$ cat src/rtl/hzd_pkg.sv
package hzd_pkg;
    typedef enum logic [1:0] {
        SEL_RF  = 2'b00,
        SEL_WB  = 2'b01,
        SEL_MEM = 2'b10
    } opnd_sel_e;

    typedef enum logic {
        ST_FLOW = 1'b0,
        ST_HELD = 1'b1
    } lu_state_e;
endpackage

$ cat src/rtl/fwd_pick.sv
module fwd_pick
    import hzd_pkg::*;
#(
    parameter int RW = 5
) (
    input  logic [RW-1:0] src,
    input  logic [RW-1:0] mem_dst,
    input  logic          mem_wr,
    input  logic [RW-1:0] wb_dst,
    input  logic          wb_wr,
    output opnd_sel_e     sel
);
    logic mem_hit;
    logic wb_hit;

    always_comb begin
        mem_hit = mem_wr && (mem_dst != '0) && (mem_dst == src);
        wb_hit  = wb_wr  && (wb_dst  != '0) && (wb_dst  == src);
        // memory stage holds the younger value, so it is checked first
        if (mem_hit)     sel = SEL_MEM;
        else if (wb_hit) sel = SEL_WB;
        else             sel = SEL_RF;
    end
endmodule

$ cat src/rtl/load_use_fsm.sv
module load_use_fsm
    import hzd_pkg::*;
#(
    parameter int RW = 5
) (
    input  logic          clk,
    input  logic          rst_n,
    input  logic [RW-1:0] dec_src_a,
    input  logic [RW-1:0] dec_src_b,
    input  logic [RW-1:0] ex_dst,
    input  logic          ex_is_load,
    output logic          hold
);
    lu_state_e state_q, state_d;
    logic      lu_match;

    assign lu_match = ex_is_load && (ex_dst != '0) &&
                      ((ex_dst == dec_src_a) || (ex_dst == dec_src_b));

    always_ff @(posedge clk or negedge rst_n) begin
        if (!rst_n) state_q <= ST_FLOW;
        else        state_q <= state_d;
    end

    always_comb begin
        state_d = state_q;
        hold    = 1'b0;
        unique case (state_q)
            ST_FLOW: begin
                hold = lu_match;
                if (lu_match) state_d = ST_HELD;
            end
            ST_HELD: begin
                state_d = ST_FLOW;
            end
            default: state_d = ST_FLOW;
        endcase
    end

    a_r9_one_cycle_hold: assert property (@(posedge clk) disable iff (!rst_n)
        hold |=> !hold);
    a_r8_no_load_no_hold: assert property (@(posedge clk) disable iff (!rst_n)
        !ex_is_load |-> !hold);
    a_r5_zero_dst_no_hold: assert property (@(posedge clk) disable iff (!rst_n)
        (ex_dst == '0) |-> !hold);
endmodule

$ cat src/rtl/hazard_unit.sv
module hazard_unit
    import hzd_pkg::*;
#(
    parameter int REG_AW = 5
) (
    input  logic              clk,
    input  logic              rst_n,
    input  logic [REG_AW-1:0] dec_src_a,
    input  logic [REG_AW-1:0] dec_src_b,
    input  logic [REG_AW-1:0] ex_src_a,
    input  logic [REG_AW-1:0] ex_src_b,
    input  logic [REG_AW-1:0] ex_dst,
    input  logic              ex_is_load,
    input  logic [REG_AW-1:0] mem_dst,
    input  logic              mem_wr_en,
    input  logic [REG_AW-1:0] wb_dst,
    input  logic              wb_wr_en,
    output logic [1:0]        fwd_sel_a,
    output logic [1:0]        fwd_sel_b,
    output logic              pc_wr_en,
    output logic              fd_wr_en,
    output logic              ex_bubble
);
    localparam int NUM_OPND = 2;

    logic [REG_AW-1:0] ex_src [NUM_OPND];
    opnd_sel_e         sel    [NUM_OPND];
    logic              hold;

    assign ex_src[0] = ex_src_a;
    assign ex_src[1] = ex_src_b;

    for (genvar g = 0; g < NUM_OPND; g++) begin : g_opnd
        fwd_pick #(.RW(REG_AW)) u_pick (
            .src     (ex_src[g]),
            .mem_dst (mem_dst),
            .mem_wr  (mem_wr_en),
            .wb_dst  (wb_dst),
            .wb_wr   (wb_wr_en),
            .sel     (sel[g])
        );
    end

    load_use_fsm #(.RW(REG_AW)) u_lu (
        .clk        (clk),
        .rst_n      (rst_n),
        .dec_src_a  (dec_src_a),
        .dec_src_b  (dec_src_b),
        .ex_dst     (ex_dst),
        .ex_is_load (ex_is_load),
        .hold       (hold)
    );

    assign fwd_sel_a = sel[0];
    assign fwd_sel_b = sel[1];
    assign pc_wr_en  = !hold;
    assign fd_wr_en  = !hold;
    assign ex_bubble = hold;

    a_r2_mem_forward: assert property (@(posedge clk) disable iff (!rst_n)
        (mem_wr_en && mem_dst != '0 && mem_dst == ex_src_a) |-> fwd_sel_a == 2'b10);
    a_r3_wb_forward: assert property (@(posedge clk) disable iff (!rst_n)
        (!(mem_wr_en && mem_dst == ex_src_b) && wb_wr_en && wb_dst != '0 &&
         wb_dst == ex_src_b) |-> fwd_sel_b == 2'b01);
    a_r6_no_writers: assert property (@(posedge clk) disable iff (!rst_n)
        (!mem_wr_en && !wb_wr_en) |-> (fwd_sel_a == 2'b00 && fwd_sel_b == 2'b00));
    a_r7_freeze_together: assert property (@(posedge clk) disable iff (!rst_n)
        ex_bubble |-> (!pc_wr_en && !fd_wr_en));
endmodule

$ cat config.mk
export PLATFORM = sky130hd
export DESIGN_NAME = hazard_unit
export DESIGN_NICKNAME = d
export VERILOG_FILES = /design/src/rtl/hzd_pkg.sv /design/src/rtl/fwd_pick.sv /design/src/rtl/load_use_fsm.sv /design/src/rtl/hazard_unit.sv
export SDC_FILE = /design/constraint.sdc
export NUM_CORES = 1
export LEC_CHECK = 0
export ABC_AREA = 1
export BUFFER_PORTS_ARGS = -buffer_cell sky130_fd_sc_hd__clkbuf_2
export CAP_MARGIN = 25
export CORE_UTILIZATION = 37
export DETAILED_ROUTE_END_ITERATION = 10
export PLACE_DENSITY = 0.74
export RECOVER_POWER = 100
export SLEW_MARGIN = 20
export SYNTH_ARGS = -nofsm -noshare
export SYNTH_HDL_FRONTEND = slang
export SYNTH_HIERARCHICAL = 1
export SYNTH_SLANG_ARGS = --single-unit
$ cat constraint.sdc
create_clock -name clk -period 1.3 [get_ports clk]
set_clock_uncertainty 0.15 [all_clocks]
set_input_delay 0.325 -clock clk [delete_from_list [all_inputs] [get_ports clk]]
set_output_delay 0.325 -clock clk [all_outputs]
set_load 0.1 [all_outputs]
==> results of run 1 <==
[repair_timing]
item,in CTS,in global routing
hold buffers,1,0
gates resized for setup,28,76
pin swaps,14,41
endpoints found under the hold margin,1,0
endpoints found under the setup margin,8,8
[final cells by class]
class | count | area, um^2
fill | 73 | 134
inverter | 36 | 188
multi-input combinational | 110 | 697
sequential | 1 | 25.0
tap | 25 | 31.3
timing repair buffer | 56 | 652
[kinds of logic (layout without fill, tap and decap cells)]
kind of cell / count (synthesis) / in the layout / share of synthesized area, %
and+or+nand+nor: 94 / 94 / 57.1
buffers and inverters: 39 / 92 / 23.3
AOI/OAI and AO/OA: 11 / 11 / 9.43
xor gates and xnor gates: 5 / 5 / 6.47
DFF: 1 / 1 / 3.70
[how the worst max path moves through the flow]
| stage | from | end | slack [ns] |
|---|---|---|---|
| 3_3_place_gp | mem_dst[1] | fwd_sel_a[0] | -0.53 |
| 2_1_floorplan | dec_src_a[1] | pc_wr_en | -1.47 |
| 5_1_grt | ex_dst[0] | ex_bubble | -0.52 |
| 3_5_place_dp | mem_dst[1] | fwd_sel_a[0] | -0.56 |
| 4_1_cts | ex_dst[0] | ex_bubble | -0.46 |
| 6_report | ex_dst[0] | ex_bubble | -0.50 |
[layer usage]
layer,wire length [um],global-route usage (%)
met1,1070,26.2
met2,1830,58.2
met3,223,1.60
met4,196,6.06
met5,0,0
[critical path, stage by stage]
cell	delay (ns)
buf_12	0.11
nor2_4	0.09
nor2_1	0.05
nor2_1	0.13
nand3_1	0.14
a21oi_4	0.18
buf_6	0.12
buf_12	0.16
[Yosys cell counts (2+ instances only)]
master / count
buf_4: 3
inv_2: 7
nand3_1: 10
nor2_1: 21
o21ai_0: 6
a21oi_1: 2
inv_1: 28
nand2_2: 2
nand2_1: 55
xnor2_1: 2
xor2_1: 3
nor2_2: 4
a21boi_0: 2
[per-stage QoR]
stage                     hold WS [ns]  TNS, ns  std cells  setup slack, ns
final                            0.493    -3.07        228           -0.504
after floorplan                 -0.121    -4.30        150            -1.47
after CTS                        0.501    -2.79        228           -0.465
after detailed placement       -0.0472    -3.74        227           -0.556
after global routing             0.510    -3.26        228           -0.516
after global placement         -0.0491    -3.48        227           -0.525
[where the power goes]
| group | internal, mW | total [mW] | switching (mW) |
|---|---|---|---|
| combinational | 0.247 | 0.520 | 0.274 |
| clock | 0 | 0 | 0 |
| sequential | 0.0327 | 0.0329 | 0.000185 |
==> metrics.md, run 1 <==
| Metric | Value |
|---|---|
| Run status | `finished, violations left` |
| Violated checks | `negative setup slack` |
| Synth unique cells | `18` |
| Full die area | `2000 um^2` |
| Routed Antenna Nets | `0` |
| GRT Util Overall | `26.6%` |
| Worst-path clk slew | `0 ns` |
| Die Span X | `44.8 um` |
| Largest register FFs | `1` |
| Setup violations, final | `8` |
| Commonest non-fill, non-tap cell in the layout | `nand2_1` |
| Final instance area | `1590 um^2` |
| Min Clock Period, post-route | `1.80 ns` |
| Top Registers | `u_lu/state_q (1)` |
| Top_reg_cell synth | `dfrtp_1` |
| Top cell type's share of synthesized area | `30.5%` |
| Initial core utilization | `39.2%` |
| Post CTS Setup Buffer Count | `0` |
| Least-Margin Pin Slew | `0.321 ns` |
| Core Footprint | `1730 um^2` |
| First-pass GRT wire length | `4020 um` |
| Synth area leaders | `nand2_1, inv_1, nor2_1` |
| DR iter-0 viols | `27` |
| YS warnings | `6` |
| Gate Count Post-Synth | `150` |
| Crit path max fanout | `5` |
| Avg Synthesized Cell Area | `4.51 um^2` |
| Number of remaining DRC errors | `0` |
| Hold Fails Final Rpt | `0` |
| Clock latency on the worst-skew pair | `0 ns` |
| Crit share post-route | `139%` |
| Worst EP required | `0.82 ns` |
| Final Core Density | `92.2%` |
| Max-cap violations | `0` |
| Initial antenna violation count | `0` |
| CP Capture Type | `output port` |
| Die height | `44.8 um` |
| Via density | `5.21` |
| Pins Over Slew Limit | `0` |
| Ant. Diodes | `0` |
| Startpoint types | `primary input` |
| Sequential fraction of the synthesis area | `3.70%` |
| Most frequent cells in the layout | `nand2_1, nand2_2, inv_2` |
| Number of port buffers | `46` |
| Post-DP HPWL | `1890 um` |
| Average wire per standard cell | `14.6 um` |
| Overflow after GRT | `0` |
| Reg2Reg Depth | `3` |
| Routed vias | `1189` |
| Worst slew margin | `78.4%` |
| DR pass1 iterations | `5` |
| Final wirelength | `3320 um` |
| Setup ws final | `-0.504 ns` |
| Syn Nets | `190` |
| Data arrival, critical path | `1.33 ns` |
| Worst r2r src | `u_lu/state_q` |
| Number of global-route vias before repair | `1051` |
| Ratio of cells with drive above 1 in the final layout | `64.0%` |
| NumNets Final | `245` |
| Register with the most flip-flops | `u_lu/state_q` |
| VDD IR max | `0.294 mV` |
| WS Path Type | `in2out` |
| Post-synth EDFFs | `0` |
| Final total power | `553 uW` |
| Cell Area, Synth | `677 um^2` |
| Cell taking the most area after synthesis | `nand2_1` |
| RR Endpoint | `u_lu/state_q` |
| Site Rows | `15` |
| I/O pins | `47` |
| Reg2reg setup slack | `0.28 ns` |
| RSZ-0062 raised after global routing | `yes` |
| Static Leak | `0.818 nW` |
| Peak Freq | `0.554 GHz` |
| DP Area | `1200 um^2` |
| Pwr Density | `347 nW/um^2` |
| Area Growth Syn to Fin | `135%` |
| Pin count of the biggest net entering global routing | `7` |
| RD Place Congestion | `0.778` |
| Worst hold path class | `in2async` |
| Register bit total from synthesis | `1` |
| Post-synth ARST share | `100%` |
(Power assumes the default switching activity.)
==> run 2, diff against run 1 <==
Settings changed: REMOVE_ABC_BUFFERS set to 1, TNS_END_PERCENT set to 10.
==> run 2 against run 1 <==
  * The run still ends with negative setup slack left
  * Fmax increased by 3.0%
  * Sequential share of layout area up 0.59 points
  * Sequential cell count unchanged
  * Critical path depth stayed put
  * Critical endpoint unchanged
==> metrics.md, run 2 (synthesized netlist as in run 1, its figures left out) <==
| Metric | Value |
|---|---|
| Crit path max fanout | `5` |
| Clock latency on the worst-skew pair | `0 ns` |
| Min Clock Period, post-route | `1.75 ns` |
| Crit share post-route | `135%` |
| Number of global-route vias before repair | `834` |
| Static Leak | `0.714 nW` |
| Crit-path most repeated cell | `nor2_1` |
| Max incr delay on CP | `0.18 ns` |
| Worst-path clk slew | `0 ns` |
| DP Area | `1070 um^2` |
| RR Endpoint | `u_lu/state_q` |
| First-pass GRT wire length | `3100 um` |
| Hold Fails Final Rpt | `0` |
| Min-delay src | `u_lu/state_q` |
| Peak Freq | `0.571 GHz` |
| Worst r2r src | `u_lu/state_q` |
| Routed Antenna Nets | `0` |
| VDD IR max | `0.186 mV` |
| Fin Setup TNS | `-2.79 ns` |
| Pins Over Slew Limit | `0` |
| Ratio of cells with drive above 1 in the final layout | `39.5%` |
| Average wire per standard cell | `8.87 um` |
| Setup ws final | `-0.452 ns` |
| Reg2reg setup slack | `0.28 ns` |
| Startpoint types | `primary input` |
| Area Growth Syn to Fin | `71.0%` |
| Reg2Reg Depth | `3` |
| RSZ-0062 raised after global routing | `yes` |
| Commonest non-fill, non-tap cell in the layout | `nand2_1` |
| Max-cap violations | `0` |
| Initial core utilization | `39.2%` |
| WS Path Type | `in2out` |
| GRT Util Overall | `19.4%` |
| Overflow after GRT | `0` |
| Worst EP required | `0.82 ns` |
| Via density | `4.33` |
| I/O pins | `47` |
| Pwr Density | `323 nW/um^2` |
| CP max stage cell | `a21oi_2` |
| Least-Margin Pin Slew | `0.157 ns` |
| Hold Path End | `u_lu/state_q` |
| Run status | `finished, violations left` |
| Violated checks | `negative setup slack` |
| Number of port buffers | `46` |
| Final instance area | `1160 um^2` |
| Number of remaining DRC errors | `0` |
| Data arrival, critical path | `1.28 ns` |
| Site Rows | `15` |
| Multi-input logic area | `508 um^2` |
| CP Capture Type | `output port` |
| NumNets Final | `242` |
| Top Registers | `u_lu/state_q (1)` |
| DR pass1 iterations | `4` |
| DR iter-0 viols | `20` |
| CP top delay family | `buffers and inverters` |
| Worst path bufs/invs | `3` |
| Routed vias | `974` |
| Pin count of the biggest net entering global routing | `7` |
| Largest register FFs | `1` |
| Core Footprint | `1730 um^2` |
| Setup violations, final | `8` |
| Full die area | `2000 um^2` |
| Post CTS Setup Buffer Count | `0` |
| Hold path depth | `3` |
| Register with the most flip-flops | `u_lu/state_q` |
| Most frequent cells in the layout | `nand2_1, clkbuf_2, inv_1` |
| Register area | `25.0 um^2` |
| Ant. Diodes | `0` |
| Fin Hold WS | `0.503 ns` |
| Post-DP HPWL | `1730 um` |
| Die Span X | `44.8 um` |
| Worst hold path class | `reg2reg` |
| Worst slew margin | `89.5%` |
| Final wirelength | `2000 um` |
| Worst slack, placed | `-0.485 ns` |
| Die height | `44.8 um` |
| CP Cell Sequence | `buf_6 > nor2_1 > nor2_1 > nor2_1 > nand3_1 > a21oi_2 > buf_4 > buf_12` |
| Number of fill cells | `162` |
| Initial antenna violation count | `0` |
| RD Place Congestion | `0.829` |
run 2: cell count changes in the layout (fill, tap and decap cells not counted), sizes merged:
cell,before,now
buf,33,26
clkbuf,22,26
run 2: layout make-up:
class | instances | share of cell area (%)
multi-input combinational | 110 | 43.9
inverter | 36 | 11.9
tap | 25 | 2.70
sequential | 1 | 2.16
timing repair buffer | 53 | 39.4
run 2: worst max-delay path by stage:
| stage | startpoint | endpoint | slack [ns] | depth (start not counted) |
|---|---|---|---|---|
| final | ex_dst[0] | ex_bubble | -0.45 | 8 |
| after global routing | ex_dst[2] | ex_bubble | -0.49 | 9 |
| after CTS | ex_dst[1] | ex_bubble | -0.47 | 7 |
| after detailed placement | ex_dst[4] | pc_wr_en | -0.49 | 9 |
| after global placement | ex_dst[4] | ex_bubble | -0.44 | 9 |
| after floorplan | dec_src_a[1] | fd_wr_en | -1.90 | 5 |
run 2: routing by layer:
layer	track usage [%]	vias up	wire length, um	part of all wire (%)
met1	22.4	399	810	41
li1	-	542	-	-
met2	41.5	33	1090	55
met3	0	0	95	4.8
met5	0	-	0	0
met4	0	0	0	0
run 2: through the flow:
| stage | util [%] | power, mW | cells |
|---|---|---|---|
| after CTS | 63.3 | 0.349 | 225 |
| after global routing | 67.0 | 0.409 | 225 |
| after detailed placement | 61.7 | 0.341 | 224 |
| final | 67.0 | 0.374 | 225 |
| after floorplan | - | 0.197 | 147 |
| after global placement | 61.7 | 0.333 | 224 |
run 2: where the power goes:
group / total (mW) / switching [mW] / leakage (nW) / internal, mW
clock: 0 / 0 / 0 / 0
sequential: 0.0329 / 0.000212 / 0.0138 / 0.0327
combinational: 0.341 / 0.186 / 0.700 / 0.155
run 2: repair_timing:
| action | in CTS | in global routing |
|---|---|---|
| pin swaps | 3 | 19 |
| endpoints found under the setup margin | 8 | 8 |
| hold endpoints to repair | 1 | 0 |
| hold buffers | 1 | 0 |
| gates resized for setup | 6 | 37 |
run 2: worst min-delay path, delay by kind of cell (launching register included):
family	cells	cell delay, ns
AOI/OAI and AO/OA	1	0.05
buffers and inverters	1	0.14
and+or+nand+nor	1	0.12
DFF	1	0.30
